`src/rtl/cas_bank_pkg.sv`:
```
package cas_bank_pkg;

    localparam int WORD_W  = 32;
    localparam int NUM_RES = 4;
    localparam int SEL_W   = $clog2(NUM_RES);
    localparam int OFF_W   = 12;
    localparam int KIND_W  = 3;

    localparam logic [KIND_W-1:0] KIND_QREAD = 3'd0;
    localparam logic [KIND_W-1:0] KIND_QLOCK = 3'd1;

    typedef enum logic [1:0] {
        RSP_COMPLETE = 2'd0,
        RSP_TYPE_ERR = 2'd1,
        RSP_ADDR_ERR = 2'd2
    } rsp_code_e;

    typedef enum logic [1:0] {
        HREG_DATA = 2'd0,
        HREG_CMP  = 2'd1,
        HREG_CTRL = 2'd2
    } hreg_e;

    typedef enum logic [1:0] {
        ST_IDLE = 2'd0,
        ST_EXEC = 2'd1,
        ST_ACK  = 2'd2
    } fsm_e;

    typedef struct packed {
        logic               from_bus;
        logic               is_lock;
        logic [SEL_W-1:0]   sel;
        rsp_code_e          status;
        logic [WORD_W-1:0]  cmp;
        logic [WORD_W-1:0]  nval;
    } cas_op_t;

    typedef struct packed {
        logic             hit;
        logic [SEL_W-1:0] sel;
    } addr_dec_t;

    function automatic logic [WORD_W-1:0] res_reset_value(input int unsigned idx);
        case (idx)
            0:       return 32'h0000_003F;
            1:       return 32'h0000_1333;
            default: return 32'hFFFF_FFFF;
        endcase
    endfunction

    function automatic addr_dec_t decode_offset(input logic [OFF_W-1:0] off,
                                                input logic [OFF_W-1:0] base);
        addr_dec_t        d;
        logic [OFF_W-1:0] rel;
        rel   = off - base;
        d.hit = (off >= base) && (rel[1:0] == 2'b00) &&
                (rel[OFF_W-1:2] < (OFF_W-2)'(NUM_RES));
        d.sel = rel[SEL_W+1:2];
        return d;
    endfunction

endpackage

```
`src/rtl/cas_res_store.sv`:
```
module cas_res_store
    import cas_bank_pkg::*;
#(
    parameter int N = NUM_RES,
    parameter int W = WORD_W,
    localparam int SW = $clog2(N)
) (
    input  logic         clk,
    input  logic         rst,
    input  logic         bus_reset,
    input  logic         swap_en,
    input  logic [SW-1:0] swap_sel,
    input  logic [W-1:0]  swap_val,
    output logic [N*W-1:0] res_flat
);
    for (genvar i = 0; i < N; i++) begin : g_word
        logic [W-1:0] word_q;
        always_ff @(posedge clk) begin
            if (rst || bus_reset)
                word_q <= W'(res_reset_value(i));
            else if (swap_en && swap_sel == SW'(i))
                word_q <= swap_val;
        end
        assign res_flat[i*W +: W] = word_q;
    end
endmodule

```
`src/rtl/cas_fixed_arb.sv`:
```
module cas_fixed_arb #(
    parameter int N = 2
) (
    input  logic         en,
    input  logic [N-1:0] req,
    output logic [N-1:0] gnt
);
    always_comb begin
        gnt = '0;
        for (int i = N - 1; i >= 0; i--) begin
            if (en && req[i]) begin
                gnt    = '0;
                gnt[i] = 1'b1;
            end
        end
    end
endmodule

```
`src/rtl/cas_host_regs.sv`:
```
module cas_host_regs
    import cas_bank_pkg::*;
(
    input  logic              clk,
    input  logic              rst,
    input  logic              wr_en,
    input  logic [1:0]        wr_addr,
    input  logic [WORD_W-1:0] wr_data,
    input  logic [1:0]        rd_addr,
    output logic [WORD_W-1:0] rd_data,
    input  logic              taken,
    input  logic              complete,
    input  logic [WORD_W-1:0] old_val,
    output logic [WORD_W-1:0] data_q,
    output logic [WORD_W-1:0] cmp_q,
    output logic [SEL_W-1:0]  sel_q,
    output logic              pending_q,
    output logic              done_q
);
    always_ff @(posedge clk) begin
        if (complete)
            data_q <= old_val;
        else if (wr_en && wr_addr == HREG_DATA)
            data_q <= wr_data;
    end

    always_ff @(posedge clk) begin
        if (wr_en && wr_addr == HREG_CMP)
            cmp_q <= wr_data;
    end

    always_ff @(posedge clk) begin
        if (rst) begin
            sel_q     <= '0;
            pending_q <= 1'b0;
            done_q    <= 1'b0;
        end else if (wr_en && wr_addr == HREG_CTRL) begin
            sel_q     <= wr_data[SEL_W-1:0];
            pending_q <= 1'b1;
            done_q    <= 1'b0;
        end else begin
            if (taken)
                pending_q <= 1'b0;
            if (complete)
                done_q <= 1'b1;
        end
    end

    always_comb begin
        case (rd_addr)
            HREG_DATA: rd_data = data_q;
            HREG_CMP:  rd_data = cmp_q;
            HREG_CTRL: rd_data = {done_q, {(WORD_W-1-SEL_W){1'b0}}, sel_q};
            default:   rd_data = '0;
        endcase
    end
endmodule

```
`src/rtl/cas_resource_bank.sv`:
```
module cas_resource_bank
    import cas_bank_pkg::*;
#(
    parameter logic [OFF_W-1:0] OFFSET_BASE = 12'h21C
) (
    input  logic              clk,
    input  logic              rst,
    input  logic              bus_reset,
    input  logic              host_wr_en,
    input  logic [1:0]        host_wr_addr,
    input  logic [WORD_W-1:0] host_wr_data,
    input  logic [1:0]        host_rd_addr,
    output logic [WORD_W-1:0] host_rd_data,
    input  logic              bus_req_valid,
    output logic              bus_req_ready,
    input  logic [KIND_W-1:0] bus_req_kind,
    input  logic [OFF_W-1:0]  bus_req_offset,
    input  logic [WORD_W-1:0] bus_req_arg,
    input  logic [WORD_W-1:0] bus_req_data,
    output logic              bus_rsp_valid,
    output logic [1:0]        bus_rsp_code,
    output logic [WORD_W-1:0] bus_rsp_data,
    input  logic              link_ack_valid,
    input  logic              link_ack_complete,
    output logic              lock_resp_err
);
    localparam int GNT_BUS  = 0;
    localparam int GNT_HOST = 1;

    fsm_e                     state_q;
    cas_op_t                  op_q, bus_op, host_op;
    addr_dec_t                dec;
    logic [NUM_RES*WORD_W-1:0] res_flat;
    logic [WORD_W-1:0]        res_arr [NUM_RES];
    logic [WORD_W-1:0]        old_val;
    logic [1:0]               gnt;
    logic                     swap_en, host_complete, host_taken;
    logic [WORD_W-1:0]        h_data, h_cmp;
    logic [SEL_W-1:0]         h_sel;
    logic                     host_pending, host_done;
    rsp_code_e                rsp_code_q;

    for (genvar i = 0; i < NUM_RES; i++) begin : g_view
        assign res_arr[i] = res_flat[i*WORD_W +: WORD_W];
    end

    assign old_val       = res_arr[op_q.sel];
    assign bus_req_ready = (state_q == ST_IDLE);
    assign host_taken    = gnt[GNT_HOST];
    assign host_complete = (state_q == ST_EXEC) && !op_q.from_bus;
    assign swap_en       = (state_q == ST_EXEC) && op_q.is_lock &&
                           (op_q.status == RSP_COMPLETE) && (old_val == op_q.cmp);
    assign bus_rsp_code  = rsp_code_q;

    cas_fixed_arb #(.N(2)) u_arb (
        .en  (state_q == ST_IDLE),
        .req ({host_pending, bus_req_valid}),
        .gnt (gnt)
    );

    cas_res_store #(.N(NUM_RES), .W(WORD_W)) u_store (
        .clk      (clk),
        .rst      (rst),
        .bus_reset(bus_reset),
        .swap_en  (swap_en),
        .swap_sel (op_q.sel),
        .swap_val (op_q.nval),
        .res_flat (res_flat)
    );

    cas_host_regs u_host (
        .clk      (clk),
        .rst      (rst),
        .wr_en    (host_wr_en),
        .wr_addr  (host_wr_addr),
        .wr_data  (host_wr_data),
        .rd_addr  (host_rd_addr),
        .rd_data  (host_rd_data),
        .taken    (host_taken),
        .complete (host_complete),
        .old_val  (old_val),
        .data_q   (h_data),
        .cmp_q    (h_cmp),
        .sel_q    (h_sel),
        .pending_q(host_pending),
        .done_q   (host_done)
    );

    always_comb begin
        dec             = decode_offset(bus_req_offset, OFFSET_BASE);
        bus_op.from_bus = 1'b1;
        bus_op.is_lock  = (bus_req_kind == KIND_QLOCK);
        bus_op.sel      = dec.sel;
        bus_op.cmp      = bus_req_arg;
        bus_op.nval     = bus_req_data;
        if (bus_req_kind != KIND_QREAD && bus_req_kind != KIND_QLOCK)
            bus_op.status = RSP_TYPE_ERR;
        else if (!dec.hit)
            bus_op.status = RSP_ADDR_ERR;
        else
            bus_op.status = RSP_COMPLETE;

        host_op.from_bus = 1'b0;
        host_op.is_lock  = 1'b1;
        host_op.sel      = h_sel;
        host_op.status   = RSP_COMPLETE;
        host_op.cmp      = h_cmp;
        host_op.nval     = h_data;
    end

    always_ff @(posedge clk) begin
        if (rst) begin
            state_q       <= ST_IDLE;
            op_q          <= '0;
            bus_rsp_valid <= 1'b0;
            rsp_code_q    <= RSP_COMPLETE;
            bus_rsp_data  <= '0;
            lock_resp_err <= 1'b0;
        end else begin
            bus_rsp_valid <= 1'b0;
            lock_resp_err <= 1'b0;
            case (state_q)
                ST_IDLE: begin
                    if (gnt[GNT_BUS]) begin
                        op_q    <= bus_op;
                        state_q <= ST_EXEC;
                    end else if (gnt[GNT_HOST]) begin
                        op_q    <= host_op;
                        state_q <= ST_EXEC;
                    end
                end
                ST_EXEC: begin
                    if (op_q.from_bus) begin
                        bus_rsp_valid <= 1'b1;
                        rsp_code_q    <= op_q.status;
                        bus_rsp_data  <= (op_q.status == RSP_COMPLETE) ? old_val : '0;
                        state_q       <= (op_q.is_lock && op_q.status == RSP_COMPLETE)
                                         ? ST_ACK : ST_IDLE;
                    end else begin
                        state_q <= ST_IDLE;
                    end
                end
                ST_ACK: begin
                    if (link_ack_valid) begin
                        lock_resp_err <= !link_ack_complete;
                        state_q       <= ST_IDLE;
                    end
                end
                default: state_q <= ST_IDLE;
            endcase
        end
    end
endmodule

```
`config.mk`:
```
export PLATFORM = sky130hd
export DESIGN_NAME = cas_resource_bank
export DESIGN_NICKNAME = d
export VERILOG_FILES = /design/src/rtl/cas_bank_pkg.sv /design/src/rtl/cas_res_store.sv /design/src/rtl/cas_fixed_arb.sv /design/src/rtl/cas_host_regs.sv /design/src/rtl/cas_resource_bank.sv
export SDC_FILE = /design/constraint.sdc
export NUM_CORES = 1
export LEC_CHECK = 0
export BUFFER_PORTS_ARGS = -buffer_cell sky130_fd_sc_hd__buf_2
export CAP_MARGIN = 20
export CORE_MARGIN = 4
export CORE_UTILIZATION = 52
export DETAILED_ROUTE_END_ITERATION = 6
export PLACE_DENSITY_LB_ADDON = 0.15
export SLEW_MARGIN = 20
export SYNTH_ARGS = -nofsm -noshare
export SYNTH_HDL_FRONTEND = slang
export SYNTH_HIERARCHICAL = 1
export SYNTH_SLANG_ARGS = --single-unit
```
`constraint.sdc`:
```
create_clock -name clk -period 3.12 [get_ports clk]
set_clock_uncertainty 0.2 [all_clocks]
set_input_delay 0.624 -clock clk [delete_from_list [all_inputs] [get_ports clk]]
set_output_delay 0.624 -clock clk [all_outputs]
set_load 0.1 [all_outputs]
```
* Yosys cells after proc, flatten, opt, wreduce, memory -nomap -nowiden *
Index checks and enable logic that the tools add are counted.

storage, ports and cells
  register bits = 304
  bits of input ports = 122
  output and inout port bits = 69
  word-level logic and storage cells = 100

cells by class
  $add $sub $neg = 1
  $lt $le $gt $ge = 3
  equal/unequal tests = 14
  muxes and demuxes = 22
  bitwise gates (word level) = 4
  reduce and logical (&&, ||, !) cells = 36

operators by type and width
  cell                                                                                    number
  32-bit two-way mux                                                                      5
  70-bit two-way mux                                                                      2
  32-bit case mux with 3 select lines                                                     1
  32-bit binary-select mux with 2-bit select                                              1
  32-bit equality test                                                                    1
  2-bit two-way mux                                                                       9
  1-bit logical AND                                                                       17
  12-bit by 10-bit greater-or-equal comparator with 1-bit output (second input constant)  1
  2-bit zero test                                                                         6
  12-bit by 10-bit subtractor with 12-bit output (second input constant)                  1
  2-bit equality test (second input constant)                                             5
  10-bit by 3-bit < comparator with 1-bit output (second input constant)                  1
  2-bit by 1-bit equality test with 1-bit output (second input constant)                  4
  2-bit case mux with 3 select lines                                                      1
  2-bit AND reduction                                                                     3
  2-bit nonzero test                                                                      3
  2-bit OR reduction                                                                      2
  3-bit by 1-bit equality test with 1-bit output (second input constant)                  1
  3-bit greater-or-equal comparator (second input constant)                               1
  1-bit two-way mux                                                                       3
  3-bit by 1-bit inequality test with 1-bit output (second input constant)                1
  3-bit inequality test (second input constant)                                           1
  1-bit NOT                                                                               3
  2-bit NOT with 3-bit output                                                             1
  5 further kinds                                                                         6

* Logic depth before layout (Yosys ltp) *
Gate-level depths: netlist of run 1.

  depth after elaboration = 7
  mapped depth = 13
  gate-level depth less buffers = 7

* By module *
The synthesis of run 1 kept the hierarchy.

modules (own cells, without submodules)
  module             times used  cells each  area each (um^2)  seq. area each (um^2)
  cas_resource_bank  1           576         5738.0            2162.1
  cas_res_store      1           507         5450.2            2562.5
  cas_host_regs      1           193         3175.5            2001.9
  cas_fixed_arb      1           2           16.3              0.0

* Worst setup path before layout of run 1 *
Ideal clock, no wire load.

  path type = register to register
  from = register state_q[1]
  to = register op_q[68] (netlist bit)
  library setup time = 138 ps
  arrival time = 3352 ps
  data required time = 2782 ps
  slack = -571 ps
  cell stages (with the launch flop) = 9
  buffers on the path = 3
  period minus slack after synthesis = 3691 ps
  cells stage by stage = dfxtp_1 > nor2_1 > and2_2 > clkbuf_1 > buf_2 > buf_1 > nand2_1 > a21oi_1 > a211oi_1

between the ends
  elaborated cells between the ends (all ways) = 8
  classes of those cells = mux: 3; reduce/logical: 5

RTL lines
  item                           RTL line                  text
  start: declaration             cas_resource_bank.sv:30   fsm_e state_q;
  start signal: assignment       cas_resource_bank.sv:137  state_q <= (op_q.is_lock && op_q.status == RSP_COMPLETE)
  2-bit zero test (*)            n/a
  via bus_req_ready              cas_resource_bank.sv:15   output logic bus_req_ready,
  1-bit logical AND (*)          cas_fixed_arb.sv:11       if (en && req[i]) begin
  2-bit two-way mux (*)          cas_fixed_arb.sv:11
  via gnt[0]                     cas_resource_bank.sv:36   logic [1:0] gnt;
  2-bit nonzero test (no line)   n/a
  2-bit AND reduction (no line)  n/a
  end signal: assignment         cas_resource_bank.sv:125  op_q <= bus_op;
  end signal: assignment         cas_resource_bank.sv:128  op_q <= host_op;
  end: declaration               cas_resource_bank.sv:31   cas_op_t op_q, bus_op, host_op;

The timed path passes the listed nets; every way through them passes the cells marked *.
A chain may end at the register's enable or synchronous reset.

* Worst setup path after layout of run 1 *
  from = register op_q[66] (netlist bit)
  to = register u_store.g_word[0].word_q[8]

between the ends
  longest elaborated chain between the ends = 7
  elaborated cells between the ends (all ways) = 8
  classes of those cells = eq/ne: 1; mux: 3; bitwise: 1; reduce/logical: 3

RTL lines
  item                                                    RTL line                 text
  2-bit NOT with 3-bit output (implied by the code)       cas_resource_bank.sv:47  assign old_val = res_arr[op_q.sel];
  32-bit binary-select mux with 2-bit select              cas_resource_bank.sv:47
  32-bit two-way mux (implied by the code) (2 in series)  cas_resource_bank.sv:47
  via old_val[0]                                          cas_resource_bank.sv:35  logic [WORD_W-1:0] old_val;
  32-bit equality test                                    cas_resource_bank.sv:52  (op_q.status == RSP_COMPLETE) && (old_val == op_q.cmp);
  1-bit logical AND                                       cas_resource_bank.sv:52
  via swap_en                                             cas_resource_bank.sv:37  logic swap_en, host_complete, host_taken;
  1-bit logical AND                                       cas_res_store.sv:21      else if (swap_en && swap_sel == SW'(i))
  end signal: assignment                                  cas_res_store.sv:20      word_q <= W'(res_reset_value(i));
  end signal: assignment                                  cas_res_store.sv:22      word_q <= swap_val;
  end: declaration                                        cas_res_store.sv:17      logic [W-1:0] word_q;

The timed path passes the listed nets, and every way through them passes these cells. The select of a mux whose other input is x is not followed.

==> key figures, run 1 <==
Routing
  • Initial DRT Pass Iterations: 5
  • Via count: 11.1k
  • Initial DRC Count: roughly 1.0k
  • DRC Markers: 0
  • Post-DRT Antenna Nets: 0
  • Routed len/inst: ~22 um
  • Total Wirelength: around 43000 um
  • Vias per cell: 5.83

Die
  • Std-Cell Rows: 60
  • Die area: around 30000 um2
  • Die H: 174 um
  • Initial Util: 0.531
  • Core region area: 27100 um2
  • Die width: 174 um
  • Ports: between 150 and 200

STA
  • Final setup violation count: 128
  • Final setup margin: -0.291 ns
  • Fin crit period: ~3.4 ns
  • Final critical-path share of the clock period: 1.09
  • Max Slew Vio Count: 0
  • Final hold vios: 0
  • Unrepaired setup endpoints after global routing: yes
  • Max Clock Freq: 293 MHz
  • Worst Tran Pin Value: 0.767 ns
  • Max_slew headroom: 0.489
  • Fin Hold WS: about 0.026 ns

Synthesis
  • Mapped Nets: 1401
  • Async set-or-reset flop fraction in the synthesized netlist: 0
  • Yosys cell types: 52
  • Synth Area per Inst: 11.3 um2
  • FF+latch count, synth: 304
  • Post-synth top flop: dfxtp_1
  • EDFF count, synth: 64
  • Synth Cell Area: between 10000 and 15000 um2
  • Yosys warns: 6
  • Sequential share of the synthesized area: 0.468
  • Post-Syn Instances: 1278

Layout
  • Register area: 6730 um2
  • # diodes: 0
  • Post-route core utilization: 0.669
  • Commonest cells after routing, fill and taps aside: 238 x dfxtp_1, 237 x mux2i_1, 156 x buf_2, 145 x nor2_1, 110 x nor3_1
  • Filler instances: 2073
  • Synth-to-Final Area Change: 26.0%
  • Share of cells above drive strength 1: 0.313
  • Commonest non-fill, non-tap cell in the layout: dfxtp_1
  • Fin area: 18100 um2
  • Multi-input logic area: 7110 um2
  • Net count, final: 1630

Worst setup path
  • R2R setup slack: -0.29 ns
  • CP max stage delay: 0.54 ns
  • R2r endpoint: u_store/g_word[0].word_q[8]
  • CP Launch Type: register
  • Reg-to-reg startpoint: op_q[66]
  • Kind of critical path: register to register
  • Worst-path fanout max: 7
  • Critical Path RT: around 3.4 ns
  • R2r worst-path depth: 12
  • Slowest-stage cell, CP: mux4_2
  • Worst-path cell chain: buf_12 -> buf_12 -> mux4_2 -> xor2_2 -> nor4_2 -> buf_4 -> nand4_1 -> nor4_4 -> buf_4 -> nor3b_4 -> buf_6 -> mux2_2
  • CP endpoint kind: register
  • Arr. time, crit path: approximately 3.7 ns

Min path
  • WHS Endpoint: lock_resp_err
  • Hold WC Path Type: input pin to register
  • Hold wc startpoint: link_ack_complete
  • Hold depth: 2

Clocking
  • Clock root buffer: clkbuf_16
  • Reg clk slew, reported paths: 0.06 ns
  • CTS buffer count: 31
  • Clk sinks: 304
  • Clock Tree Buf Depth: 3
  • Worst-skew pair later-pin latency: around 0.56 ns
  • CTS tree: built
  • H-tree Lvls: 1

Placed design
  • Post-detail-place hpwl: 30000 um
  • Pre-CTS setup slack: -0.356 ns
  • Buffers on Ports: 190
  • DP Area: 16700 um2
  • Final weighted congestion in routability-driven placement: 0.817

Job
  • Max-cap check violation count: 0

Power
  • Peak supply drop: 0.000440 V
  • Static leakage: 7.45 nW
  • Power per Cell Area: approximately 540 nW/um2

GRT
  • Largest net degree at the start of global routing: 87
  • Vias in the first global route: 11.0k
  • Gr usage total: 0.271
  • Initial antenna violation count: 0
  • First-pass GRT wire length: approximately 65000 um
  • GRT overflow: 0

Status
  • Status: finished, violations left
  • Violated checks: setup timing
-- worst max-delay path: cells and delay by family (launching register included) --
kind                   cells  cell delay (ns)
flip-flops                 1             0.39
buffers and inverters      5             0.74
multiplexers               2             0.88
XOR/XNOR                   1             0.18
AND/OR/NAND/NOR            4             0.90
-- state kept, by name, indices dropped and copies added (netlist names) --
| register | flops |
|---|---|
| u_store/g_word.word_q | 128 |
| op_q | 70 |
| bus_rsp_data | 32 |
| u_host/cmp_q | 32 |
| u_host/data_q | 32 |
| bus_rsp_code | 2 |
| state_q | 2 |
| u_host/sel_q | 2 |
| bus_rsp_valid | 1 |
| lock_resp_err | 1 |
| u_host/done_q | 1 |
| u_host/pending_q | 1 |
-- cells in the mapped netlist, types with 7 or more instances --
library cell | count | area [um2]
or3b_1 | 48 | 420
a21oi_1 | 7 | 35.0
nor3_1 | 111 | 556
mux2_4 | 28 | 420
dfxtp_1 | 240 | 4800
mux2i_1 | 244 | 2440
a211oi_1 | 68 | 510
mux4_2 | 17 | 383
mux2_2 | 11 | 124
nor3b_1 | 12 | 90.1
or3b_2 | 22 | 193
xor2_1 | 22 | 193
xnor2_1 | 8 | 70.1
o2bb2ai_1 | 7 | 61.3
nand2b_1 | 7 | 43.8
buf_6 | 15 | 169
edfxtp_1 | 64 | 1920
mux4_1 | 8 | 210
clkbuf_1 | 62 | 233
buf_2 | 28 | 140
nor2_1 | 147 | 552
a22oi_1 | 33 | 248
-- logic make-up after synthesis --
family,share of synthesized area
flops,0.468
mux,0.249
compound gates,0.0655
buf+inv,0.0497
simple gates,0.149
fa+ha+maj,0.000870
xor+xnor,0.0183
-- metrics by stage --
stage,setup TNS [ns],power (W),instances
2_1_floorplan,0,0.00545,1278
3_3_place_gp,-21.19,0.00608,1829
3_5_place_dp,-27.98,0.00610,1829
4_1_cts,-8.45,0.00982,1905
5_1_grt,-34.11,0.0101,1904
6_report,-23.09,0.00981,1904
-- report_power, final --
group | total, W | switching [W] | internal, W
sequential | 0.00435 | 0.000156 | 0.00419
combinational | 0.00173 | 0.00103 | 0.000698
clock | 0.00373 | 0.00154 | 0.00218
-- metal layers --
layer  GRT usage  share of wire  wire length [um]
met5           0              0                 0
met2       0.422           0.46             19400
met1       0.402           0.45             19100
met3      0.0455          0.079              3340
met4      0.0521          0.016               669
-- layout make-up --
type / instances / share of cell area
well taps: 372 / 0.0257
inverters: 3 / 0.000621
clock buffers: 42 / 0.0456
repair buffers: 317 / 0.154
flip-flops and latches: 304 / 0.372
clock inverters: 16 / 0.0102
multi-input cells: 850 / 0.392
-- timing repair --
item | CTS | global route
gates resized for setup | 37 | 10
setup endpoints to repair | 128 | 128
endpoints found under the hold margin | 0 | 0
pin swaps | 7 | 9
buffers inserted | 13 | 3
hold buffers | 0 | 0
gates cloned | 5 | 0
-- how the worst max path moves through the flow --
stage	start	endpoint	slack, ns
final	op_q[66]	u_store/g_word[0].word_q[8]	-0.29
after global placement	op_q[66]	u_store/g_word[0].word_q[8]	-0.30
after CTS	op_q[66]	u_store/g_word[0].word_q[19]	-0.16
after global routing	op_q[66]	u_store/g_word[0].word_q[8]	-0.37
after detailed placement	op_q[66]	u_store/g_word[0].word_q[10]	-0.36
after floorplan	op_q[66]	u_store/g_word[1].word_q[2]	0.02
Power figures use the tool's default switching activity.
==> inputs of run 2 (changes only) <==
==> constraint.sdc (replaced) <==
create_clock -name clk -period 3.12 [get_ports clk]
set_clock_uncertainty 0.2 [all_clocks]
set_input_delay 0.624 -clock clk [delete_from_list [all_inputs] [get_ports clk]]
set_output_delay 0.624 -clock clk [all_outputs]
set_load 0.01 [all_outputs]
==> key figures, run 2 (synthesis results as in run 1) <==
Layout
  • Share of cells above drive strength 1: 0.310 (-0.00306)
  • Biggest regs: u_store/g_word.word_q: 128 flops, op_q: 70 flops
  • Top reg by flops: u_store/g_word.word_q
  • Filler instances: 2108 (+1.7%)
  • Net count, final: 1631 (+0.061%)
  • # diodes: 0 (unchanged)
  • Synth-to-Final Area Change: 22.5%
  • Commonest non-fill, non-tap cell in the layout: mux2i_1
  • Max FFs per register: 128 (unchanged)
  • Commonest cells after routing, fill and taps aside: 243 x mux2i_1, 238 x dfxtp_1, 188 x buf_2, 146 x nor2_1, 110 x nor3_1

Placed design
  • Final weighted congestion in routability-driven placement: 0.891 (+9.1%)
  • Buffers on Ports: 190 (unchanged)
  • Pre-CTS setup slack: -0.371 ns (-0.0142 ns)
  • Post-detail-place hpwl: 29700 um (-0.76%)

STA
  • Worst Tran Pin Value: 0.864 ns (+0.0964 ns)
  • Final hold vios: 0 (unchanged)
  • Unrepaired setup endpoints after global routing: yes
  • Fin crit period: 3.44 ns (+0.0330 ns)
  • Fin Hold WS: 0.0786 ns (+0.0527 ns)
  • Final setup margin: -0.324 ns (-0.0330 ns)
  • Total negative slack: -26.36 ns (-3.26 ns)
  • Max Clock Freq: 290 MHz (-0.96%)
  • Final critical-path share of the clock period: 1.10 (+0.0106)
  • Max Slew Vio Count: 0 (unchanged)
  • Max_slew headroom: 0.424 (-0.0643)
  • Final setup violation count: 128 (unchanged)

Power
  • Static leakage: 7.31 nW (-1.8%)
  • Psw: 0.00255 W (-6.8%)
  • Switching portion of total power: 0.261 (-0.0182)
  • Design Power: 0.00978 W (-0.26%)
  • Internal power: 0.00723 W (+2.3%)
  • Comb power frac: 0.141 (-0.036)
  • Power per Cell Area: 555 nW/um2 (+2.6%)
  • Clock power share: 0.414 (+0.034)
  • Share of power burned in registers: 0.445 (+0.002)
  • Peak supply drop: 0.000317 V (-28%)

Worst setup path
  • WP buf/inv: 4 (-1)
  • CP endpoint kind: register
  • CP Launch Type: register
  • Slowest-stage cell, CP: mux4_2
  • Crit-path leading delay family: simple AND/OR/NAND/NOR gates
  • Worst-path fanout max: 5 (-2)
  • Kind of critical path: register to register
  • CP max stage delay: 0.55 ns (about the same)
  • Worst-path cell chain: buf_8 -> buf_12 -> mux4_2 -> xor2_1 -> nor4_2 -> nand4_1 -> nor4_4 -> buf_4 -> or3b_4 -> buf_6 -> mux2i_1
  • Arr. time, crit path: 3.64 ns (-0.02 ns)
  • Critical Path RT: 3.32 ns (-0.04 ns)

GRT
  • Largest net degree at the start of global routing: 92 (+5.7%)
  • GRT overflow: 0 (unchanged)
  • Initial antenna violation count: 1 (+1)
  • Vias in the first global route: 10.6k (-3.0%)
  • First-pass GRT wire length: 63300 um (-3.0%)
  • Gr usage total: 0.265 (-0.00628)

Clocking
  • Clock Tree Buf Depth: 3 (unchanged)
  • CTS buffer count: 34 (+9.7%)
  • Worst-skew pair later-pin latency: 0.51 ns (-0.05 ns)
  • Clock root buffer: clkbuf_16
  • Clk sinks: 304 (unchanged)
  • Cts hold-fix bufs: 0 (unchanged)
  • H-tree Lvls: 2 (+1)
  • CTS tree: built
  • Reg clk slew, reported paths: 0.06 ns (about the same)

Die
  • Std-Cell Rows: 60 (unchanged)
  • Core region area: 27100 um2 (unchanged)
  • Initial Util: 0.531 (unchanged)
  • Die H: 174 um (unchanged)
  • Ports: 191 (unchanged)
  • Die area: 30400 um2 (unchanged)
  • Die width: 174 um (unchanged)

Status
  • Status: finished, violations left
  • Violated checks: setup timing

Routing
  • Initial DRT Pass Iterations: 5 (unchanged)
  • Via count: 11.0k (-0.87%)
  • Routed len/inst: 21.9 um (-2.0%)
  • Initial DRC Count: 1084 (+6.1%)
  • DRC Markers: 0 (unchanged)
  • Post-DRT Antenna Nets: 0 (unchanged)
  • Total Wirelength: 41700 um (-2.1%)
  • Vias per cell: 5.78 (-0.81%)

Min path
  • Hold WC Path Type: input pin to register

Job
  • Max-cap check violation count: 0 (unchanged)
## run 2: cell count changes in the layout (fill, tap and decap cells not counted), sizes merged
cell and change:
buf -2, bufinv -1, clkbuf +1, clkinv -2, clkinvlp +3
## run 2: final timing paths
kind	to	slack, ns	cells past startpoint	start
worst max-delay path	u_store/g_word[0].word_q[27]	-0.32	11	op_q[66]
worst min-delay path	lock_resp_err	0.08	2	link_ack_complete
worst max register to register	u_store/g_word[0].word_q[27]	-0.32	11	op_q[66]
worst min register to register	u_host/sel_q[1]	0.30	2	u_host/sel_q[1]
## run 2: final cells by class
type                    instances  area (um2)  share of cell area
multi-input cells             850        7020               0.399
flip-flops and latches        304        6730               0.382
repair buffers                315        2250               0.128
well taps                     372         465              0.0264
clock buffers                  43         957              0.0543
clock inverters                16         174             0.00987
inverters                       3        11.3            0.000639
## run 2: worst register-to-register path, stage by stage (launching register included)
cell,delay [ns]
dfxtp_4,0.37
buf_8,0.14
buf_12,0.12
mux4_2,0.55
xor2_1,0.19
nor4_2,0.38
nand4_1,0.23
nor4_4,0.33
buf_4,0.18
or3b_4,0.40
buf_6,0.15
mux2i_1,0.11
## run 2: layer usage
layer / up-vias / GRT usage / part of all wire
met5: - / 0 / 0
met4: 0 / 0.0574 / 0.015
met3: 46 / 0.0496 / 0.075
met2: 400 / 0.396 / 0.44
met1: 5394 / 0.401 / 0.47
li1: 5162 / - / -
## run 2: power groups by stage
stage,combinational (W),sequential [W],clock [W]
final,0.00138,0.00435,0.00405
after global placement,0.00130,0.00443,0
after global routing,0.00148,0.00436,0.00426
after floorplan,0.000836,0.00436,0
after detailed placement,0.00131,0.00443,0
after CTS,0.00135,0.00434,0.00409
## run 2: through the flow
| stage | util | std cells | area (um2) |
|---|---|---|---|
| after floorplan | - | 1278 | 14400 |
| after global placement | 0.598 | 1828 | 16200 |
| after detailed placement | 0.598 | 1828 | 16200 |
| after CTS | 0.646 | 1896 | 17500 |
| after global routing | 0.650 | 1903 | 17600 |
| final | 0.650 | 1903 | 17600 |
## run 2: what timing repair did
item	4_1_cts	5_1_grt
setup endpoints to repair	128	128
resized for setup	19	21
endpoints found under the hold margin	0	0
cloned	2	0
pin swaps	5	5
buffers inserted	9	9
==> inputs of run 3 (changes only) <==
--- a/config.mk
+++ b/config.mk
@@ -7,7 +7,6 @@
 export LEC_CHECK = 0
 export BUFFER_PORTS_ARGS = -buffer_cell sky130_fd_sc_hd__buf_2
 export CAP_MARGIN = 20
-export CORE_MARGIN = 4
 export CORE_UTILIZATION = 52
 export DETAILED_ROUTE_END_ITERATION = 6
 export PLACE_DENSITY_LB_ADDON = 0.15
==> constraint.sdc (replaced) <==
create_clock -name clk -period 3.12 [get_ports clk]
set_clock_uncertainty 0.2 [all_clocks]
set_input_delay 0.312 -clock clk [delete_from_list [all_inputs] [get_ports clk]]
set_output_delay 0.312 -clock clk [all_outputs]
set_load 0.01 [all_outputs]
==> key figures, run 3 (synthesis results as in run 1) <==
Status
  • Status: finished, violations left
  • Violated checks: setup timing

Clocking
  • Worst-skew pair later-pin latency: 0.51 ns (about the same)
  • Reg clk slew, reported paths: 0.05 ns (about the same)
  • CTS tree: built
  • H-tree Lvls: 2 (unchanged)
  • Clk sinks: 304 (unchanged)
  • Clock root buffer: clkbuf_16
  • Clock Tree Buf Depth: 3 (unchanged)
  • CTS buffer count: 35 (+2.9%)

GRT
  • Gr usage total: 0.296 (+0.0319)
  • Initial antenna violation count: 1 (unchanged)
  • Vias in the first global route: 10.8k (+1.7%)
  • GRT overflow: 0 (unchanged)
  • Largest net degree at the start of global routing: 109 (+18%)
  • First-pass GRT wire length: 64100 um (+1.2%)

Layout
  • Finished Layout Cells: 1924 (+1.1%)
  • Biggest regs: u_store/g_word.word_q: 128 flops, op_q: 70 flops
  • Post-route core utilization: 0.670 (+0.0200)
  • Synth-to-Final Area Change: 25.9%
  • Filler instances: 2057 (-2.4%)
  • Commonest non-fill, non-tap cell in the layout: mux2i_1
  • Commonest cells after routing, fill and taps aside: 241 x mux2i_1, 238 x dfxtp_1, 188 x buf_2, 146 x nor2_1, 110 x nor3_1
  • Share of cells above drive strength 1: 0.293 (-0.0165)
  • Max FFs per register: 128 (unchanged)
  • Net count, final: 1682 (+3.1%)
  • Top reg by flops: u_store/g_word.word_q
  • # diodes: 0 (unchanged)

Routing
  • Initial DRC Count: 1022 (-5.7%)
  • Vias per cell: 5.85 (+1.1%)
  • Wl on met1: 20000 um (+1.9%)
  • Max layer used: met4
  • Routed len/inst: 22.1 um (+0.97%)
  • Initial DRT Pass Iterations: 5 (unchanged)
  • DR WL met3: 2880 um (-7.8%)
  • DRC Markers: 0 (unchanged)
  • Metal2 WL: 18800 um (+3.4%)
  • Post-DRT Antenna Nets: 0 (unchanged)
  • Total Wirelength: 42500 um (+2.1%)
  • Via count: 11.3k (+2.3%)

Worst setup path
  • R2R setup slack: -0.22 ns (+0.11 ns)
  • Slowest-stage cell, CP: mux4_2
  • Worst-path cell chain: buf_12 -> buf_4 -> mux4_2 -> xor2_1 -> nor4_2 -> nand4_1 -> nor4_4 -> buf_4 -> nor3b_4 -> buf_6 -> mux2_4
  • Crit path to: u_store/g_word[0].word_q[12]
  • Arr. time, crit path: 3.53 ns (-0.11 ns)
  • CP Launch Type: register
  • Kind of critical path: register to register
  • Cell mode on critical path: buf_4
  • R2r worst-path depth: 11 (unchanged)
  • CP max stage delay: 0.56 ns (about the same)
  • R2r endpoint: u_store/g_word[0].word_q[12]
  • Critical Path Start: op_q[66]
  • Worst-path fanout max: 7 (+2)
  • Critical Path RT: 3.31 ns (about the same)
  • Reg-to-reg startpoint: op_q[66]
  • CP endpoint kind: register

Die
  • Die H: 168 um (-3.4%)
  • Core region area: 27000 um2 (-0.28%)
  • Std-Cell Rows: 60 (unchanged)
  • Initial Util: 0.532 (+0.00147)
  • Die area: 28300 um2 (-6.8%)
  • Die width: 168 um (-3.4%)
  • Ports: 191 (unchanged)

Power
  • Static leakage: 7.53 nW (+3.1%)
  • Internal power: 0.00727 W (+0.53%)
  • Switching portion of total power: 0.259 (-0.00203)
  • Peak supply drop: 0.000307 V (-3.2%)
  • Comb power frac: 0.147 (+0.006)
  • Psw: 0.00254 W (-0.53%)
  • Share of power burned in registers: 0.444 (about the same)
  • Power per Cell Area: 542 nW/um2 (-2.5%)
  • Clock power share: 0.408 (-0.006)

STA
  • Final setup violation count: 119 (-7.0%)
  • Max Clock Freq: 300 MHz (+3.2%)
  • Unrepaired setup endpoints after global routing: yes
  • Max Slew Vio Count: 0 (unchanged)
  • Max_slew headroom: 0.420 (-0.00417)
  • Fin crit period: 3.34 ns (-0.107 ns)
  • Worst Tran Pin Value: 0.870 ns (+0.00626 ns)
  • Final setup margin: -0.217 ns (+0.107 ns)
  • Final critical-path share of the clock period: 1.07 (-0.0343)
  • Final hold vios: 0 (unchanged)

Placed design
  • Final weighted congestion in routability-driven placement: 0.868 (-2.6%)
  • Buffers on Ports: 190 (unchanged)
  • Post-detail-place hpwl: 29000 um (-2.3%)
  • Dpl cells: 1790 (-2.1%)

Min path
  • Hold wc startpoint: bus_req_arg[29]
  • Hold WC Path Type: input pin to register

Job
  • Max-cap check violation count: 0 (unchanged)
-- run 3: changes by cell type in the layout (fill, tap and decap cells not counted), sizes merged --
cell	before	now
clkbuf	44	58
bufinv	3	1
inv	4	3
dlygate4sd3	0	55
clkinvlp	5	1
buf	314	309
clkinv	7	2
-- run 3: per-layer routing --
layer  global-route usage  vias up
met5                    0        -
li1                     -     5261
met4               0.0692        0
met3               0.0496       50
met2                0.453      407
met1                0.437     5532
-- run 3: timing repair --
| item | 4_1_cts | 5_1_grt |
|---|---|---|
| gates resized for setup | 29 | 6 |
| hold buffers | 55 | 0 |
| pin swaps | 9 | 2 |
| gates cloned | 3 | 0 |
| buffers inserted | 15 | 3 |
| endpoints found under the hold margin | 86 | 0 |
| setup endpoints to repair | 128 | 128 |
-- run 3: final cells by class --
type	instances	area, um2	share of cell area
Multi-Input combinational cell	850	7040	0.389
Sequential cell	304	6730	0.372
Timing Repair Buffer	365	2780	0.153
Clock buffer	57	1070	0.0591
Tap cell	341	427	0.0236
Clock inverter	4	47.5	0.00263
Inverter	3	11.3	0.000622
-- run 3: how the worst min path moves through the flow --
stage,endpoint,slack [ns],cells past startpoint
3_3_place_gp,op_q[69],0.27,2
5_1_grt,op_q[61],0.02,3
6_report,op_q[61],0.009,3
2_1_floorplan,lock_resp_err,0.19,1
3_5_place_dp,op_q[69],0.28,2
4_1_cts,op_q[0],0.001,3
-- run 3: stage by stage --
stage / hold slack (ns) / worst slack (ns) / total power (W) / area, um2 / TNS, ns
4_1_cts: 0.00116 / -0.185 / 0.00983 / 18100 / -13.40
6_report: 0.00934 / -0.217 / 0.00981 / 18100 / -15.57
3_5_place_dp: 0.277 / -0.411 / 0.00575 / 16100 / -30.18
5_1_grt: 0.0229 / -0.292 / 0.0101 / 18100 / -24.78
2_1_floorplan: 0.189 / 0.0169 / 0.00520 / 14400 / 0
3_3_place_gp: 0.272 / -0.324 / 0.00572 / 16100 / -22.98
-- run 3: power by group through the flow --
stage,clock [W],combinational (W),sequential [W]
finish,0.00401,0.00144,0.00436
global route,0.00420,0.00154,0.00437
CTS,0.00405,0.00142,0.00435
detailed placement,0,0.00131,0.00443
global placement,0,0.00129,0.00443
floorplan,0,0.000836,0.00436
-- run 3: worst max-delay path: cells and delay by family (launching register included) --
| kind | cells | cell delay, ns |
|---|---|---|
| buf+inv | 4 | 0.61 |
| mux | 2 | 0.87 |
| xor+xnor | 1 | 0.19 |
| simple gates | 4 | 0.95 |
| flops | 1 | 0.40 |
